`src/rtl/dtg_pkg.sv`:
```
package dtg_pkg;
    localparam int WORD_W = 32;
    typedef logic [WORD_W-1:0] word_t;

    // word indices on the register bus
    localparam int A_ENABLE    = 0;
    localparam int A_CTRL      = 1;
    localparam int A_HCTL      = 2;
    localparam int A_VPERIOD   = 3;
    localparam int A_VPULSE    = 4;
    localparam int A_DVSTART   = 5;
    localparam int A_DVEND     = 6;
    localparam int A_DHCTL     = 7;
    localparam int A_AHCTL     = 8;
    localparam int A_AVSTART   = 9;
    localparam int A_AVEND     = 10;
    localparam int A_BORDER    = 11;
    localparam int A_UNDERFLOW = 12;
    localparam int A_SKEW      = 13;
    localparam int A_POLARITY  = 14;
    localparam int A_FETCH     = 15;
    localparam int A_FRAMECNT  = 16;
    localparam int A_LINECNT   = 17;

    localparam int CTRL_AH_BIT    = 29;
    localparam int CTRL_AV_BIT    = 30;
    localparam int CTRL_FETCH_BIT = 31;

    typedef struct packed {
        word_t ctrl;
        word_t hctl;
        word_t vperiod;
        word_t vpulse;
        word_t dvstart;
        word_t dvend;
        word_t dhctl;
        word_t ahctl;
        word_t avstart;
        word_t avend;
        word_t border;
        word_t underflow;
        word_t skew;
        word_t polarity;
        word_t fetch;
    } cfg_t;
endpackage

```
`src/rtl/dtg_regs.sv`:
```
module dtg_regs
    import dtg_pkg::*;
#(
    parameter int ADDR_W = 5,
    parameter int LINE_W = 16,
    parameter int FCNT_W = 32
) (
    input  logic              clk,
    input  logic              rst_n,
    input  logic              reg_wr,
    input  logic              reg_rd,
    input  logic [ADDR_W-1:0] reg_addr,
    input  word_t             reg_wdata,
    input  logic              frame_wrap,
    input  logic [FCNT_W-1:0] frame_cnt,
    input  logic [LINE_W-1:0] line_cnt,
    output logic              en,
    output cfg_t              live,
    output word_t             reg_rdata
);
    typedef struct packed {
        logic  en;
        cfg_t  shadow;
        cfg_t  live;
        word_t rdata;
    } st_t;

    st_t st_d, st_q;

    always_comb begin
        st_d = st_q;
        if (reg_wr) begin
            case (int'(reg_addr))
                A_ENABLE:    st_d.en               = reg_wdata[0];
                A_CTRL:      st_d.shadow.ctrl      = reg_wdata;
                A_HCTL:      st_d.shadow.hctl      = reg_wdata;
                A_VPERIOD:   st_d.shadow.vperiod   = reg_wdata;
                A_VPULSE:    st_d.shadow.vpulse    = reg_wdata;
                A_DVSTART:   st_d.shadow.dvstart   = reg_wdata;
                A_DVEND:     st_d.shadow.dvend     = reg_wdata;
                A_DHCTL:     st_d.shadow.dhctl     = reg_wdata;
                A_AHCTL:     st_d.shadow.ahctl     = reg_wdata;
                A_AVSTART:   st_d.shadow.avstart   = reg_wdata;
                A_AVEND:     st_d.shadow.avend     = reg_wdata;
                A_BORDER:    st_d.shadow.border    = reg_wdata;
                A_UNDERFLOW: st_d.shadow.underflow = reg_wdata;
                A_SKEW:      st_d.shadow.skew      = reg_wdata;
                A_POLARITY:  st_d.shadow.polarity  = reg_wdata;
                A_FETCH:     st_d.shadow.fetch     = reg_wdata;
                default: ;
            endcase
        end
        // live timing follows shadow while idle, else only at frame wrap
        if (!st_q.en || frame_wrap) st_d.live = st_q.shadow;
        if (reg_rd) begin
            case (int'(reg_addr))
                A_ENABLE:    st_d.rdata = word_t'(st_q.en);
                A_CTRL:      st_d.rdata = st_q.shadow.ctrl;
                A_HCTL:      st_d.rdata = st_q.shadow.hctl;
                A_VPERIOD:   st_d.rdata = st_q.shadow.vperiod;
                A_VPULSE:    st_d.rdata = st_q.shadow.vpulse;
                A_DVSTART:   st_d.rdata = st_q.shadow.dvstart;
                A_DVEND:     st_d.rdata = st_q.shadow.dvend;
                A_DHCTL:     st_d.rdata = st_q.shadow.dhctl;
                A_AHCTL:     st_d.rdata = st_q.shadow.ahctl;
                A_AVSTART:   st_d.rdata = st_q.shadow.avstart;
                A_AVEND:     st_d.rdata = st_q.shadow.avend;
                A_BORDER:    st_d.rdata = st_q.shadow.border;
                A_UNDERFLOW: st_d.rdata = st_q.shadow.underflow;
                A_SKEW:      st_d.rdata = st_q.shadow.skew;
                A_POLARITY:  st_d.rdata = st_q.shadow.polarity;
                A_FETCH:     st_d.rdata = st_q.shadow.fetch;
                A_FRAMECNT:  st_d.rdata = st_q.en ? word_t'(frame_cnt) : '0;
                A_LINECNT:   st_d.rdata = st_q.en ? word_t'(line_cnt) : '0;
                default:     st_d.rdata = '0;
            endcase
        end
    end

    always_ff @(posedge clk) begin
        if (!rst_n) st_q <= '0;
        else        st_q <= st_d;
    end

    assign en        = st_q.en;
    assign live      = st_q.live;
    assign reg_rdata = st_q.rdata;


    live_hold_chk: assert property (@(posedge clk) disable iff (!rst_n)
        (st_q.en && !frame_wrap) |=> $stable(st_q.live));
endmodule

```
`src/rtl/dtg_counters.sv`:
```
module dtg_counters #(
    parameter int POS_W  = 24,
    parameter int HPOS_W = 16,
    parameter int LINE_W = 16,
    parameter int FCNT_W = 32
) (
    input  logic              clk,
    input  logic              rst_n,
    input  logic              en,
    input  logic [HPOS_W-1:0] h_period,
    input  logic [POS_W-1:0]  v_period,
    input  logic [POS_W-1:0]  skew,
    output logic [HPOS_W-1:0] h_pos,
    output logic [POS_W-1:0]  f_pos,
    output logic              frame_wrap,
    output logic [LINE_W-1:0] line_cnt,
    output logic [FCNT_W-1:0] frame_cnt
);
    typedef struct packed {
        logic [HPOS_W-1:0] h;
        logic [POS_W-1:0]  f;
        logic [LINE_W-1:0] line;
        logic [FCNT_W-1:0] frame;
    } cnt_t;

    cnt_t cnt_d, cnt_q;
    logic h_last, f_last, vs_start;

    always_comb begin
        h_last   = (cnt_q.h == h_period - 1'b1);
        f_last   = (cnt_q.f == v_period - 1'b1);
        vs_start = (cnt_q.f == skew);
        cnt_d    = cnt_q;
        if (!en) begin
            cnt_d = '0;
        end else begin
            cnt_d.h = (h_last || f_last) ? '0 : cnt_q.h + 1'b1;
            cnt_d.f = f_last ? '0 : cnt_q.f + 1'b1;
            if (vs_start) begin
                cnt_d.line  = '0;
                cnt_d.frame = cnt_q.frame + 1'b1;
            end else if (h_last) begin
                cnt_d.line = cnt_q.line + 1'b1;
            end
        end
    end

    always_ff @(posedge clk) begin
        if (!rst_n) cnt_q <= '0;
        else        cnt_q <= cnt_d;
    end

    assign h_pos      = cnt_q.h;
    assign f_pos      = cnt_q.f;
    assign frame_wrap = en && f_last;
    assign line_cnt   = cnt_q.line;
    assign frame_cnt  = cnt_q.frame;


    idle_cnt_chk: assert property (@(posedge clk) disable iff (!rst_n)
        !en |=> (cnt_q.f == '0 && cnt_q.h == '0));

    f_range_chk: assert property (@(posedge clk) disable iff (!rst_n)
        (en && v_period != '0 && $stable(v_period)) |-> (cnt_q.f < v_period));

    line_clear_chk: assert property (@(posedge clk) disable iff (!rst_n)
        (en && cnt_q.f == skew) |=> (cnt_q.line == '0));
endmodule

```
`src/rtl/dtg_output.sv`:
```
module dtg_output
    import dtg_pkg::*;
#(
    parameter int POS_W   = 24,
    parameter int HPOS_W  = 16,
    parameter int COLOR_W = 24
) (
    input  logic               clk,
    input  logic               rst_n,
    input  logic               en,
    input  cfg_t               cfg,
    input  logic [HPOS_W-1:0]  h_pos,
    input  logic [POS_W-1:0]   f_pos,
    input  logic [COLOR_W-1:0] up_data,
    input  logic               up_valid,
    output logic               hsync,
    output logic               vsync,
    output logic               de,
    output logic [COLOR_W-1:0] pix_data,
    output logic               fetch_pulse
);
    typedef struct packed {
        logic               hs;
        logic               vs;
        logic               de;
        logic               de_raw;
        logic [COLOR_W-1:0] pix;
        logic               fetch;
    } out_t;

    out_t out_d, out_q;
    logic [POS_W:0] vs_end;
    logic hs_raw, vs_raw, disp, act_h, act_v;

    always_comb begin
        vs_end = {1'b0, cfg.skew[POS_W-1:0]} + {1'b0, cfg.vpulse[POS_W-1:0]};
        hs_raw = en && (h_pos < cfg.hctl[HPOS_W-1:0]);
        vs_raw = en && (f_pos >= cfg.skew[POS_W-1:0]) && ({1'b0, f_pos} < vs_end);
        disp   = en && (f_pos >= cfg.dvstart[POS_W-1:0]) && (f_pos <= cfg.dvend[POS_W-1:0])
                    && (h_pos >= cfg.dhctl[HPOS_W-1:0]) && (h_pos <= cfg.dhctl[16+:HPOS_W]);
        act_h  = !cfg.ctrl[CTRL_AH_BIT]
                 || ((h_pos >= cfg.ahctl[HPOS_W-1:0]) && (h_pos <= cfg.ahctl[16+:HPOS_W]));
        act_v  = !cfg.ctrl[CTRL_AV_BIT]
                 || ((f_pos >= cfg.avstart[POS_W-1:0]) && (f_pos <= cfg.avend[POS_W-1:0]));

        out_d.hs     = hs_raw ^ cfg.polarity[0];
        out_d.vs     = vs_raw ^ cfg.polarity[1];
        out_d.de     = disp ^ cfg.polarity[2];
        out_d.de_raw = disp;
        if (!disp)                out_d.pix = '0;
        else if (!(act_h && act_v)) out_d.pix = cfg.border[COLOR_W-1:0];
        else if (up_valid)        out_d.pix = up_data;
        else                      out_d.pix = cfg.underflow[COLOR_W-1:0];
        out_d.fetch = en && cfg.ctrl[CTRL_FETCH_BIT] && (f_pos == cfg.fetch[POS_W-1:0]);
    end

    always_ff @(posedge clk) begin
        if (!rst_n) out_q <= '0;
        else        out_q <= out_d;
    end

    assign hsync       = out_q.hs;
    assign vsync       = out_q.vs;
    assign de          = out_q.de;
    assign pix_data    = out_q.pix;
    assign fetch_pulse = out_q.fetch;


    idle_out_chk: assert property (@(posedge clk) disable iff (!rst_n)
        !en |=> (out_q.pix == '0 && !out_q.fetch));

    idle_pol_chk: assert property (@(posedge clk) disable iff (!rst_n)
        !en |=> (out_q.hs == $past(cfg.polarity[0]) && out_q.vs == $past(cfg.polarity[1])));

    de_when_run_chk: assert property (@(posedge clk) disable iff (!rst_n)
        $rose(out_q.de_raw) |-> $past(en));

    fetch_gate_chk: assert property (@(posedge clk) disable iff (!rst_n)
        $rose(out_q.fetch) |-> $past(cfg.ctrl[CTRL_FETCH_BIT]));
endmodule

```
`src/rtl/disp_timing_gen.sv`:
```
module disp_timing_gen
    import dtg_pkg::*;
#(
    parameter int ADDR_W  = 5,
    parameter int POS_W   = 24,
    parameter int HPOS_W  = 16,
    parameter int LINE_W  = 16,
    parameter int FCNT_W  = 32,
    parameter int COLOR_W = 24
) (
    input  logic               clk,
    input  logic               rst_n,
    input  logic               reg_wr,
    input  logic               reg_rd,
    input  logic [ADDR_W-1:0]  reg_addr,
    input  logic [31:0]        reg_wdata,
    output logic [31:0]        reg_rdata,
    input  logic [COLOR_W-1:0] up_data,
    input  logic               up_valid,
    output logic               hsync,
    output logic               vsync,
    output logic               de,
    output logic [COLOR_W-1:0] pix_data,
    output logic               fetch_pulse
);
    logic              en;
    cfg_t              live;
    logic              frame_wrap;
    logic [HPOS_W-1:0] h_pos;
    logic [POS_W-1:0]  f_pos;
    logic [LINE_W-1:0] line_cnt;
    logic [FCNT_W-1:0] frame_cnt;

    dtg_regs #(.ADDR_W(ADDR_W), .LINE_W(LINE_W), .FCNT_W(FCNT_W)) u_regs (
        .clk(clk), .rst_n(rst_n), .reg_wr(reg_wr), .reg_rd(reg_rd),
        .reg_addr(reg_addr), .reg_wdata(reg_wdata), .frame_wrap(frame_wrap),
        .frame_cnt(frame_cnt), .line_cnt(line_cnt), .en(en), .live(live),
        .reg_rdata(reg_rdata)
    );

    dtg_counters #(.POS_W(POS_W), .HPOS_W(HPOS_W), .LINE_W(LINE_W), .FCNT_W(FCNT_W)) u_cnt (
        .clk(clk), .rst_n(rst_n), .en(en),
        .h_period(live.hctl[16+:HPOS_W]), .v_period(live.vperiod[POS_W-1:0]),
        .skew(live.skew[POS_W-1:0]), .h_pos(h_pos), .f_pos(f_pos),
        .frame_wrap(frame_wrap), .line_cnt(line_cnt), .frame_cnt(frame_cnt)
    );

    dtg_output #(.POS_W(POS_W), .HPOS_W(HPOS_W), .COLOR_W(COLOR_W)) u_out (
        .clk(clk), .rst_n(rst_n), .en(en), .cfg(live), .h_pos(h_pos), .f_pos(f_pos),
        .up_data(up_data), .up_valid(up_valid), .hsync(hsync), .vsync(vsync),
        .de(de), .pix_data(pix_data), .fetch_pulse(fetch_pulse)
    );
endmodule

```
`config.mk`:
```
export PLATFORM = sky130hd
export DESIGN_NAME = disp_timing_gen
export DESIGN_NICKNAME = d
export VERILOG_FILES = /design/src/rtl/dtg_pkg.sv /design/src/rtl/dtg_regs.sv /design/src/rtl/dtg_counters.sv /design/src/rtl/dtg_output.sv /design/src/rtl/disp_timing_gen.sv
export SDC_FILE = /design/constraint.sdc
export NUM_CORES = 2
export LEC_CHECK = 0
export ABC_AREA = 0
export ABC_CLOCK_PERIOD_IN_PS = 12600
export BUFFER_PORTS_ARGS = -buffer_cell sky130_fd_sc_hd__buf_4
export CORE_ASPECT_RATIO = 1.5
export CORE_MARGIN = 2
export CORE_UTILIZATION = 45
export DETAILED_ROUTE_END_ITERATION = 10
export GPL_TIMING_DRIVEN = 0
export PLACE_DENSITY = 0.68
export SYNTH_ARGS = -nofsm -noshare
export SYNTH_HDL_FRONTEND = slang
export SYNTH_HIERARCHICAL = 1
export SYNTH_SLANG_ARGS = --single-unit
```
`constraint.sdc`:
```
create_clock -name clk -period 12.6 [get_ports clk]
set_input_delay 1.26 -clock clk [delete_from_list [all_inputs] [get_ports clk]]
set_output_delay 1.26 -clock clk [all_outputs]
set_load 0.05 [all_outputs]
```
==> results.json <==
{
  "worstSetupStartpointType": "flip-flop",
  "rows": 153,
  "wl_mm": 268,
  "finalHoldViolations": 0,
  "netlist_area_mm2": 0.0525,
  "postCtsSetupRepairBufs": 0,
  "maxCapViolations": 2,
  "postRouteAntennaNets": 0,
  "hpwlAfterDp_mm": 212,
  "port_buffers": 121,
  "r2r_slack_ns": 5.45,
  "placed_cell_area_mm2": 0.0553,
  "crit_fanout": 10,
  "outcome": "complete, but fails checks",
  "fp.dieH_um": 422,
  "clock_path_buffers": 3,
  "fmax_ghz": 0.140,
  "tightest_slew_ns": 1.60,
  "p_per_area_mw_per_mm2": 114,
  "fillers": 11400,
  "regArea_mm2": 0.0194,
  "layout.nets": 7026,
  "setup_ws_ns": 5.45,
  "drt_first_pass_iters": 6,
  "cts_tree": "done",
  "via_per_inst": 5.96,
  "start_util_pct": 45.3,
  "layout-drive-gt1-share_pct": 13.4,
  "route.detailed.drc": 0,
  "grt_first_pass_wirelength_mm": 362,
  "dp_slack_ns": 5.82,
  "p_leak_nw": 21.5,
  "peakVddDrop_mv": 0.112,
  "clk_pin_slew_ns": 0.06,
  "syn_inst": 6482,
  "setup_viol": 0,
  "vias": 49900,
  "grt_max_degree": 15,
  "clockRootBuffer": "clkbuf_16",
  "finalCritPeriodShare_pct": 56.8,
  "hold_class": "reg -> reg",
  "cts.repair.resized": 0,
  "place_inst": 8154,
  "required_ns": 13.26,
  "core-area_mm2": 0.116,
  "finalClockSkew_ns": 0.0401,
  "grt_antenna_before_repair": 31,
  "drt_iter0_drc": 5733,
  "synth_nets": 6801,
  "syn2layout_area_growth_pct": 12.3,
  "tns_ns": 0,
  "max_slew_margin_pct": -7.74,
  "clk-insertion-delay-late_ns": 0.76,
  "syn_avg_cell_area_um2": 8.09,
  "cp-end-kind": "flip-flop",
  "post_drt_wl_per_cell_um": 32.0,
  "fp.dieArea_mm2": 0.119,
  "report.final.slew_viol_count": 16,
  "cts.sinks": 971,
  "htree_levels": 3,
  "cts_made_buffers": 100,
  "design_area_mm2": 0.0589,
  "violations": "capacitance limit, slew limit",
  "yosys_warnings": 6,
  "place.gp.congestion": 1.11,
  "grt_usage_pct": 44.1,
  "worstSetupPathType": "reg -> reg",
  "overflow": 0,
  "instances_no_fill": 8364,
  "hold_buffers": 0,
  "die_x_um": 283,
  "crit_arrival_ns": 7.81,
  "multi_input_area_mm2": 0.0272,
  "grt_pass1_vias": 46900,
  "rsz0062_at_grt": "false",
  "min_period_ns": 7.15,
  "ios": 126
}
[layer usage]
metal	wire, um	GRT usage (%)	vias up
met4	31000	42.3	8
li1	-	-	22100
met5	49	0.538	-
met3	25200	10.4	987
met1	95300	50.1	23800
met2	116000	67.2	2945
[path summary, 6_finish.rpt]
| path | from | to | cells after the start |
|---|---|---|---|
| setup reg to reg | u_regs/live[384] | u_regs/live[288] | 18 |
| hold reg to reg | u_regs/live[65] | u_regs/live[65] | 2 |
| hold / removal | u_regs/live[65] | u_regs/live[65] | 2 |
| setup / recovery | u_regs/live[384] | u_regs/live[288] | 18 |
[flip-flops by register name, summed over array words and instances, names as in the netlist]
signal,flops
u_cnt/h_pos,16
u_regs/reg_rdata,32
u_cnt/frame_cnt,32
u_out/de,1
u_out/vsync,1
u_regs/en,1
u_out/hsync,1
u_cnt/f_pos,24
u_regs/st_q,480
u_cnt/line_cnt,16
u_out/pix_data,24
u_regs/live,342
u_out/fetch_pulse,1
[through the flow]
step                hold WS (ns)  utilization (%)  power (W)
global placement           0.440             47.7    0.00352
detailed placement         0.449             47.8    0.00352
floorplan                  0.426                -    0.00334
CTS                        0.457             50.8    0.00671
finish                     0.459             50.9    0.00672
global route               0.473             50.8    0.00684
[worst max-delay path, stage by stage (launching register included)]
cell,delay [ns]
dfxtp_1,0.31
buf_4,0.15
inv_1,0.06
ha_1,0.23
or4b_1,0.44
buf_2,0.19
or4_1,0.48
or3_1,0.37
nor4b_2,0.26
nor2_1,0.11
nor4_4,0.76
buf_4,0.36
and2_1,0.24
nand2b_1,0.17
clkbuf_1,0.81
clkbuf_1,0.98
clkbuf_1,0.79
nand2_1,0.15
a21boi_0,0.19
[cell usage in the layout (no fill, tap or decap), types with 19 or more instances in the layout]
cell          n
nand2_1    1782
dfxtp_1     971
a21boi_0    673
buf_4       521
clkbuf_1    321
ha_1        252
inv_1       230
a21oi_1     161
a21boi_1    157
nor2_1      121
buf_2       112
a22oi_1     104
clkbuf_16   102
xnor2_1      91
nor3_1       83
o21ai_0      77
xor2_1       75
nand4_1      72
nand3_1      68
mux2i_1      67
nor2b_1      65
a221oi_1     41
nor4_1       39
or4_1        31
a211oi_1     29
diode_2      27
a22o_1       26
and3_1       25
clkbuf_8     24
o31ai_1      24
a21o_1       24
nor3b_2      22
buf_6        22
a31oi_1      21
nand2b_1     19
[layout make-up]
type | instances | share of cell area, %
Multi-Input combinational cell | 4440 | 46.2
Sequential cell | 971 | 33.0
Buffer | 841 | 8.42
Clock buffer | 142 | 4.98
Tap cell | 1550 | 3.29
Timing Repair Buffer | 123 | 1.58
Inverter | 230 | 1.47
Clock inverter | 40 | 0.973
Antenna cell | 27 | 0.115
[power by group]
group          internal (W)  leakage, nW  switching (W)  total, W
clock               0.00185         1.72        0.00139   0.00324
combinational      0.000106         12.0       0.000260  0.000365
sequential          0.00308         7.82      0.0000255   0.00311
No activity file was read; power rests on OpenSTA's default activity.
